File: src/rtl/irq_ctl_pkg.sv
package irq_ctl_pkg;
  localparam int NSRC = 5;
  localparam int IDW  = 3;
  localparam int AW   = 12;
  localparam int NMSK = NSRC - 1;

  // vector address: id 0 sits at the top slot, the others step down by two
  function automatic logic [AW-1:0] vector_of(input logic [IDW-1:0] id);
    if (id == '0) return 12'hFFC;
    return 12'hFF8 - {8'h00, id, 1'b0};
  endfunction

  // lowest-numbered maskable request wins; bit k of r is id k+1; 0 = none
  function automatic logic [IDW-1:0] pick_first(input logic [NMSK-1:0] r);
    logic [IDW-1:0] id;
    id = '0;
    for (int i = NMSK - 1; i >= 0; i--)
      if (r[i]) id = IDW'(i + 1);
    return id;
  endfunction
endpackage

File: src/rtl/irq_edge_sync.sv
module irq_edge_sync #(
  parameter logic RST_VAL = 1'b1
) (
  input  logic clk,
  input  logic rst_n,
  input  logic async_i,
  input  logic rise_sel_i,
  output logic low_o,
  output logic edge_o
);
  logic ff1_q, ff2_q, prev_q;

  always_ff @(posedge clk) begin
    if (!rst_n) begin
      ff1_q  <= RST_VAL;
      ff2_q  <= RST_VAL;
      prev_q <= RST_VAL;
    end else begin
      ff1_q  <= async_i;
      ff2_q  <= ff1_q;
      prev_q <= ff2_q;
    end
  end

  assign low_o  = ~ff2_q;
  assign edge_o = rise_sel_i ? (~prev_q & ff2_q) : (prev_q & ~ff2_q);
endmodule

File: src/rtl/irq_opt_reg.sv
module irq_opt_reg #(
  parameter int          DW   = 8,
  parameter logic [7:0]  ADDR = 8'hC8,
  parameter int          GEN_BIT = 6,
  parameter int          LVL_BIT = 5,
  parameter int          RISE_BIT = 4
) (
  input  logic          clk,
  input  logic          rst_n,
  input  logic          we_i,
  input  logic [7:0]    addr_i,
  input  logic [DW-1:0] wdata_i,
  output logic          gen_o,
  output logic          lvl1_o,
  output logic          rise2_o
);
  logic hit;
  logic unused_bits;

  assign hit = we_i && (addr_i == ADDR);
  assign unused_bits = ^{wdata_i[DW-1], wdata_i[RISE_BIT-1:0]};

  always_ff @(posedge clk) begin
    if (!rst_n) begin
      gen_o   <= 1'b0;
      lvl1_o  <= 1'b0;
      rise2_o <= 1'b0;
    end else if (hit) begin
      gen_o   <= wdata_i[GEN_BIT];
      lvl1_o  <= wdata_i[LVL_BIT];
      rise2_o <= wdata_i[RISE_BIT];
    end
  end
endmodule

File: src/rtl/irq_arbiter.sv
module irq_arbiter
  import irq_ctl_pkg::*;
(
  input  logic            clk,
  input  logic            rst_n,
  input  logic [NSRC-1:0] edge_i,
  input  logic [NSRC-1:0] low_i,
  input  logic [NSRC-1:0] lvl_mode_i,
  input  logic            gen_i,
  input  logic            ack_i,
  input  logic            reti_i,
  output logic            irq_o,
  output logic [IDW-1:0]  vec_id_o,
  output logic [AW-1:0]   vec_addr_o,
  output logic            in_service_o,
  output logic            nmi_active_o,
  output logic            take_o
);
  logic [NSRC-1:0] pend_q, req, clr;
  logic            svc_q, nmi_q;
  logic            nmi_go, mask_ok, mask_go;
  logic [IDW-1:0]  win_id;

  assign req     = (lvl_mode_i & low_i) | (~lvl_mode_i & pend_q);
  assign nmi_go  = req[0] & ~nmi_q;
  assign mask_ok = gen_i & ~svc_q & ~nmi_q;
  assign win_id  = pick_first(req[NSRC-1:1]);
  assign mask_go = mask_ok & (win_id != '0);

  assign irq_o      = nmi_go | mask_go;
  assign vec_id_o   = nmi_go ? '0 : (mask_go ? win_id : '0);
  assign vec_addr_o = irq_o ? vector_of(vec_id_o) : '0;
  assign take_o     = ack_i & irq_o;
  assign clr        = take_o ? (NSRC'(1) << vec_id_o) : '0;

  always_ff @(posedge clk) begin
    if (!rst_n) begin
      pend_q <= '0;
      svc_q  <= 1'b0;
      nmi_q  <= 1'b0;
    end else begin
      pend_q <= (pend_q & ~clr) | edge_i;
      if (take_o && vec_id_o == '0)       nmi_q <= 1'b1;
      else if (reti_i && nmi_q)           nmi_q <= 1'b0;
      if (take_o && vec_id_o != '0)       svc_q <= 1'b1;
      else if (reti_i && !nmi_q)          svc_q <= 1'b0;
    end
  end

  assign in_service_o = svc_q;
  assign nmi_active_o = nmi_q;
endmodule

File: src/rtl/prio_irq_ctrl.sv
module prio_irq_ctrl
  import irq_ctl_pkg::*;
(
  input  logic        clk,
  input  logic        rst_n,
  input  logic        nmi_n_i,
  input  logic        tmr2_n_i,
  input  logic        vsync_i,
  input  logic        tmr1_n_i,
  input  logic        pwr_n_i,
  input  logic        cfg_we_i,
  input  logic [7:0]  cfg_addr_i,
  input  logic [7:0]  cfg_wdata_i,
  input  logic        ack_i,
  input  logic        reti_i,
  output logic        irq_o,
  output logic [2:0]  vec_id_o,
  output logic [11:0] vec_addr_o,
  output logic        in_service_o,
  output logic        nmi_active_o
);
  localparam int SYNC_ID = 2;
  localparam int LVL_ID  = 1;

  logic [NSRC-1:0] raw, low, edge_ev, lvl_mode;
  logic            gen, lvl1, rise2, take;

  assign raw = {pwr_n_i, tmr1_n_i, vsync_i, tmr2_n_i, nmi_n_i};

  irq_opt_reg u_opt (
    .clk(clk), .rst_n(rst_n), .we_i(cfg_we_i), .addr_i(cfg_addr_i),
    .wdata_i(cfg_wdata_i), .gen_o(gen), .lvl1_o(lvl1), .rise2_o(rise2)
  );

  for (genvar g = 0; g < NSRC; g++) begin : g_src
    logic rsel;
    if (g == SYNC_ID) begin : g_sel
      assign rsel = rise2;
    end else begin : g_fix
      assign rsel = 1'b0;
    end
    assign lvl_mode[g] = (g == LVL_ID) ? lvl1 : 1'b0;
    irq_edge_sync #(.RST_VAL(1'b1)) u_sync (
      .clk(clk), .rst_n(rst_n), .async_i(raw[g]), .rise_sel_i(rsel),
      .low_o(low[g]), .edge_o(edge_ev[g])
    );
  end

  irq_arbiter u_arb (
    .clk(clk), .rst_n(rst_n), .edge_i(edge_ev), .low_i(low),
    .lvl_mode_i(lvl_mode), .gen_i(gen), .ack_i(ack_i), .reti_i(reti_i),
    .irq_o(irq_o), .vec_id_o(vec_id_o), .vec_addr_o(vec_addr_o),
    .in_service_o(in_service_o), .nmi_active_o(nmi_active_o), .take_o(take)
  );
endmodule

File: config.mk
export PLATFORM = sky130hd
export DESIGN_NAME = prio_irq_ctrl
export DESIGN_NICKNAME = d
export VERILOG_FILES = /design/src/rtl/irq_ctl_pkg.sv /design/src/rtl/irq_edge_sync.sv /design/src/rtl/irq_opt_reg.sv /design/src/rtl/irq_arbiter.sv /design/src/rtl/prio_irq_ctrl.sv
export SDC_FILE = /design/constraint.sdc
export NUM_CORES = 1
export LEC_CHECK = 0
export BUFFER_PORTS_ARGS = -buffer_cell sky130_fd_sc_hd__buf_2
export CAP_MARGIN = 30
export CELL_PAD_IN_SITES_DETAIL_PLACEMENT = 1
export CELL_PAD_IN_SITES_GLOBAL_PLACEMENT = 1
export CORE_MARGIN = 2
export CORE_UTILIZATION = 36
export CTS_BUF_LIST = sky130_fd_sc_hd__clkbuf_2 sky130_fd_sc_hd__clkbuf_4 sky130_fd_sc_hd__clkbuf_8
export DETAILED_ROUTE_END_ITERATION = 12
export GPL_TIMING_DRIVEN = 0
export PLACE_DENSITY = 0.83
export SETUP_SLACK_MARGIN = 0.05
export SLEW_MARGIN = 10
export SYNTH_ARGS = -nofsm -noshare
export SYNTH_HDL_FRONTEND = slang
export SYNTH_SLANG_ARGS = --single-unit
File: constraint.sdc
create_clock -name clk -period 3 [get_ports clk]
set_input_delay 0.9 -clock clk [delete_from_list [all_inputs] [get_ports clk]]
set_output_delay 0.9 -clock clk [all_outputs]
set_load 0.03 [all_outputs]
; After elaboration in Yosys (flattened, before gate mapping)
; Index checks and enable logic that the tools add are counted.
; W data, S select, Z words.
[totals]
register_bits = 25
latch_bits = 0
mem_bits_rw = 0
rom_bits = 0
in_bits = 26
elab_cells = 78
n_memories = 0
[classes]
addsub = 1
n_mul = 0
n_div = 0
order_cmp = 0
n_eq_ne = 1
shifts = 1
mux = 16
n_bitwise = 27
n_reduce_logical = 11
[ops]
columns = op, count
row1 = $mux W12, 3
row2 = $mux W3, 6
row3 = $and A1 B1 Y1, 11
row4 = $and A5 B5 Y5, 2
row5 = $or A5 B5 Y5, 2
row6 = $eq A8 B8 Y1 const B, 1
row7 = $not A1 Y1, 8
row8 = $mux W1, 6
row9 = $reduce_bool A3 Y1, 2
row10 = $sub A4 B5 Y6 const A, 1
row11 = $and A2 B5 Y5, 1
row12 = $logic_and A1 B1 Y1, 5
row13 = $mux W5, 1
row14 = $not A2 Y5, 1
row15 = $not A5 Y5, 1
row16 = $shl A1 B3 Y5 const A, 1
row17 = $reduce_bool A2 Y1, 2
row18 = $logic_not A3 Y1, 1
row19 = $logic_not A1 Y1, 1
row20 = $or A1 B1 Y1, 1

; Depth between registers and ports, before layout
[depth]
word_depth = 16
ltp_mapped = 9
ltp_nobuf = 9

; Cells and area by module
; A second synthesis with hierarchy kept.
[hier_totals]
hier_cells = 142
area_unflattened_um2 = 1310.0
[by_module_without_submodules]
columns = mod, n_inst, cells_per_inst, area_per_inst_um2
row1 = irq_arbiter, 1, 76, 650.6
row2 = irq_edge_sync, 5, 10, 102.6
row3 = irq_opt_reg, 1, 15, 142.6
row4 = prio_irq_ctrl, 1, 1, 3.8

; Worst setup path before layout
; Ideal clock, no wire load.
[synth_timing]
path_kind = register to output
start = register u_arb.svc_q, in the netlist u_arb.in_service_o
end = output port vec_addr_o[3]
t_arrival_ns = 2.076
required_ns = 2.100
setup_slack_ns = 0.024
stages_incl_launch_ff = 6
path_buffers = 0
cell_sequence = dfxtp_1 > or3b_4 > a211o_1 > ha_1 > ha_1 > nor2_1
[synth_between]
elab_chain_len = 10
word_cells_on_any_way = 12
[synth_lines]
columns = item, line
row1 = from (decl), irq_arbiter.sv:20  ; logic svc_q, nmi_q;
row2 = from (signal assigned), irq_arbiter.sv:39  ; svc_q <= 1'b0;
row3 = from (signal assigned), irq_arbiter.sv:45  ; if (take_o && vec_id_o != '0) svc_q <= 1'b1;
row4 = from (signal assigned), irq_arbiter.sv:46  ; else if (reti_i && !nmi_q) svc_q <= 1'b0;
row5 = $not A1 Y1 *, irq_arbiter.sv:26  ; assign mask_ok = gen_i & ~svc_q & ~nmi_q;
row6 = $and A1 B1 Y1 * (2 in a row), irq_arbiter.sv:26
row7 = $and A1 B1 Y1 *, irq_arbiter.sv:28  ; assign mask_go = mask_ok & (win_id != '0);
row8 = "parallel branches: the longest is 5 deep, another holds $sub A4 B5 Y6", n/a
row9 = $mux W12 *, irq_arbiter.sv:32  ; assign vec_addr_o = irq_o ? vector_of(vec_id_o) : '0;
row10 = to (decl), prio_irq_ctrl.sv:18  ; output logic [11:0] vec_addr_o,
; Mark *: on every way between the ends.

; Worst setup path after layout
[layout_timing]
start = register u_arb.svc_q, in the netlist u_arb.in_service_o
end = output port vec_addr_o[2]
; Same word-level chain as after synthesis.

==> impl_metrics.tcl <==
set metrics [dict create \
    wire_per_inst_um 13.3 \
    start_util_pct 37.7 \
    firstDrtPassIters 4 \
    required_ns 2.10 \
    hold_path_class "register to register" \
    min_period_ns 2.98 \
    max_freq_mhz 335 \
    holdBufCountCts 0 \
    critPathArrivalTime_ns 2.08 \
    grt_usage_pct 18.0 \
    ys_ff_latch 25 \
    ctsLongestPathBuffers 2 \
    cap_violations 0 \
    whs_ns 0.424 \
    clock_latency_ns 0.32 \
    clk_pin_slew_ns 0.14 \
    layout-drive-gt1-share_pct 41.5 \
    place_congestion 0.832 \
    met3_length_um 136 \
    leakage_uw 0.000718 \
    drtIter0Drc 6 \
    top_layer_used "met4" \
    grt_overflow 0 \
    hold_viol 0 \
    grt_pass1_vias 1060 \
    syn_nets 161 \
    fin_crit_sh_pct 99.4 \
    p_per_area_nw_per_um2 375 \
    routed-wl-met2_mm 1.54 \
    route.detailed.drc 0 \
    multi_input_area_um2 602 \
    nFillCells 391 \
    dp_hpwl_mm 2.14 \
    power.total_uw 573 \
    drv_slew 0 \
    ant_nets 0 \
    ir_drop_mv 0.232 \
    grt_setup_unrepaired "true" \
    met1Wirelength_mm 1.15 \
    grt_pass1_wl_mm 4.84 \
    status "completed" \
    yosysWarnings 0 \
    grt_max_degree 15 \
    die_area_um2 3660 \
    path_class "register to primary output" \
    syn_inst 129 \
    synthesis.area_um2 1150 \
    vias 1060 \
    start_kind "register" \
    regArea_um2 510 \
    antenna_found_initial 0 \
    areaGrowthSynthToFinish_pct 33.1 \
    fin_skew_ns 0.00653 \
    n_antenna_cell 0 \
    syn_avg_cell_area_um2 8.91 \
    cts-root-buf "clkbuf_4" \
    final_util_pct 50.1 \
    synth.distinct_cells 29 \
    final_nets 209 \
    rows 20 \
    placeableCoreArea_um2 3050 \
    cp_max_fo 4 \
    cts_tree "yes" \
    die_x_um 60.5 \
    numCtsBuffers 3 \
    clock-sinks 25 \
    cp-end-kind "primary output" \
    io_buffers 37 \
    die-height_um 60.5 \
    seq_area_frac_synth_pct 43.5 \
    viasPerCell 4.82 \
    setup_violations 0 \
    cts_htree_levels 1 \
    wirelength_mm 2.92 \
    ios 44 \
]
## per-stage QoR
stage / setup TNS [ns] / cell area (um^2) / setup slack, ns / std cells
3_5_place_dp: 0 / 1400 / 0.106 / 210
3_3_place_gp: 0 / 1400 / 0.163 / 210
5_1_grt: -0.0812 / 1530 / -0.0489 / 220
4_1_cts: 0 / 1510 / 0.0208 / 219
2_1_floorplan: 0 / 1150 / 0.126 / 129
6_report: 0 / 1530 / 0.0190 / 220
## flip-flops by register name, indices dropped and copies added (netlist names)
name and count:
u_arb.pend_q 5, u_arb.nmi_active_o 1, g_src.u_sync.ff2_q 5, u_arb.in_service_o 1, u_opt.lvl1_o 1, u_opt.rise2_o 1
u_opt.gen_o 1, g_src.u_sync.ff1_q 5, g_src.u_sync.prev_q 5
## cell usage in the layout (no fill, tap or decap), types with 2 or more instances in the layout
master and instances:
a21oi_1 4, a31oi_1 2, and2b_1 2, buf_2 34, buf_4 15, buf_6 2, clkbuf_1 2, clkbuf_4 3
dfxtp_1 19, dfxtp_2 5, ha_1 4, inv_1 5, nand2_1 4, nand2b_1 19, nand3_1 7, nand3b_1 2
nand4_1 2, nor2_1 5, nor2_2 3, nor2b_1 6, nor3_1 3, o21ai_0 8
## worst paths after layout
| kind | from | endpoint | slack (ns) | cells past startpoint |
|---|---|---|---|---|
| max | u_arb.in_service_o$_SDFFE_PN0P_ | vec_addr_o[2] | 0.02 | 7 |
| min reg2reg | g_src[0].u_sync.ff1_q$_SDFF_PN1_ | g_src[0].u_sync.ff2_q$_SDFF_PN1_ | 0.42 | 1 |
| min | g_src[0].u_sync.ff1_q$_SDFF_PN1_ | g_src[0].u_sync.ff2_q$_SDFF_PN1_ | 0.42 | 1 |
| max reg2reg | u_arb.in_service_o$_SDFFE_PN0P_ | u_arb.in_service_o$_SDFFE_PN0P_ | 0.99 | 7 |
## layout make-up
class	instances	area share [%]
well taps	44	3.60
flip-flops and latches	25	33.4
clock inverters	1	0.327
clock buffers	3	1.47
repair buffers	43	16.0
multi-input cells	88	39.3
inverters	6	1.47
plain buffers	10	4.42
## Yosys cell counts
cell	count	area share, %
clkbuf_1	2	0.65
a31oi_1	2	1.1
nand3b_1	2	1.3
nand4_1	2	1.1
a311oi_1	1	0.76
nand2_1	4	1.3
ha_1	6	6.5
inv_1	6	2.0
a32oi_1	1	0.76
nand3_1	7	3.0
and2b_1	2	1.3
o211ai_1	1	0.65
conb_1	1	0.33
nor3_1	3	1.3
nor2_1	9	2.9
a31oi_2	1	1.1
and3_1	2	1.1
and2_1	1	0.54
nor2b_1	6	3.3
nor4bb_1	1	0.87
nor3b_1	2	1.3
a211o_1	1	0.76
buf_4	8	5.2
a21oi_1	4	1.7
dfxtp_1	25	44
o21ai_0	8	3.5
or3b_4	1	0.98
and3b_1	1	0.76
nand2b_1	19	10
## layer usage
layer,track usage [%],vias up
li1,-,523
met2,34.9,36
met3,3.41,10
met4,8.07,0
met1,18.6,491
met5,0,-
## where the power goes
part | internal (uW) | switching (uW) | leakage [uW]
sequential | 343 | 7.01 | 0.000208
clock | 49.9 | 98.9 | 0.0000177
combinational | 32.9 | 41.3 | 0.000493
total | 426 | 147 | 0.000718
## worst max-delay path, cell delays in order, from the launching register on
cell	delay, ns
dfxtp_4	0.38
or3b_4	0.41
a211o_1	0.27
ha_2	0.22
ha_4	0.17
nor2_2	0.10
nor2_1	0.04
buf_4	0.17
## what timing repair did
action                                  4_1_cts  5_1_grt
gates cloned                                  0        0
pin swaps                                     1        0
buffers inserted                              5        1
endpoints found under the setup margin        3       11
gates resized for setup                      14        9
## cell families (layout without fill, tap and decap cells)
logic type                 Yosys count  count (layout)  share of synthesized area [%]
and+or+nand+nor                     62              62                           31.4
DFF                                 25              25                           43.5
AOI/OAI and AO/OA                   19              19                           10.3
buffers and inverters               16              63                           7.83
adders and majority gates            6               6                           6.53
other                                1               1                          0.326
Power figures use the tool's default switching activity.
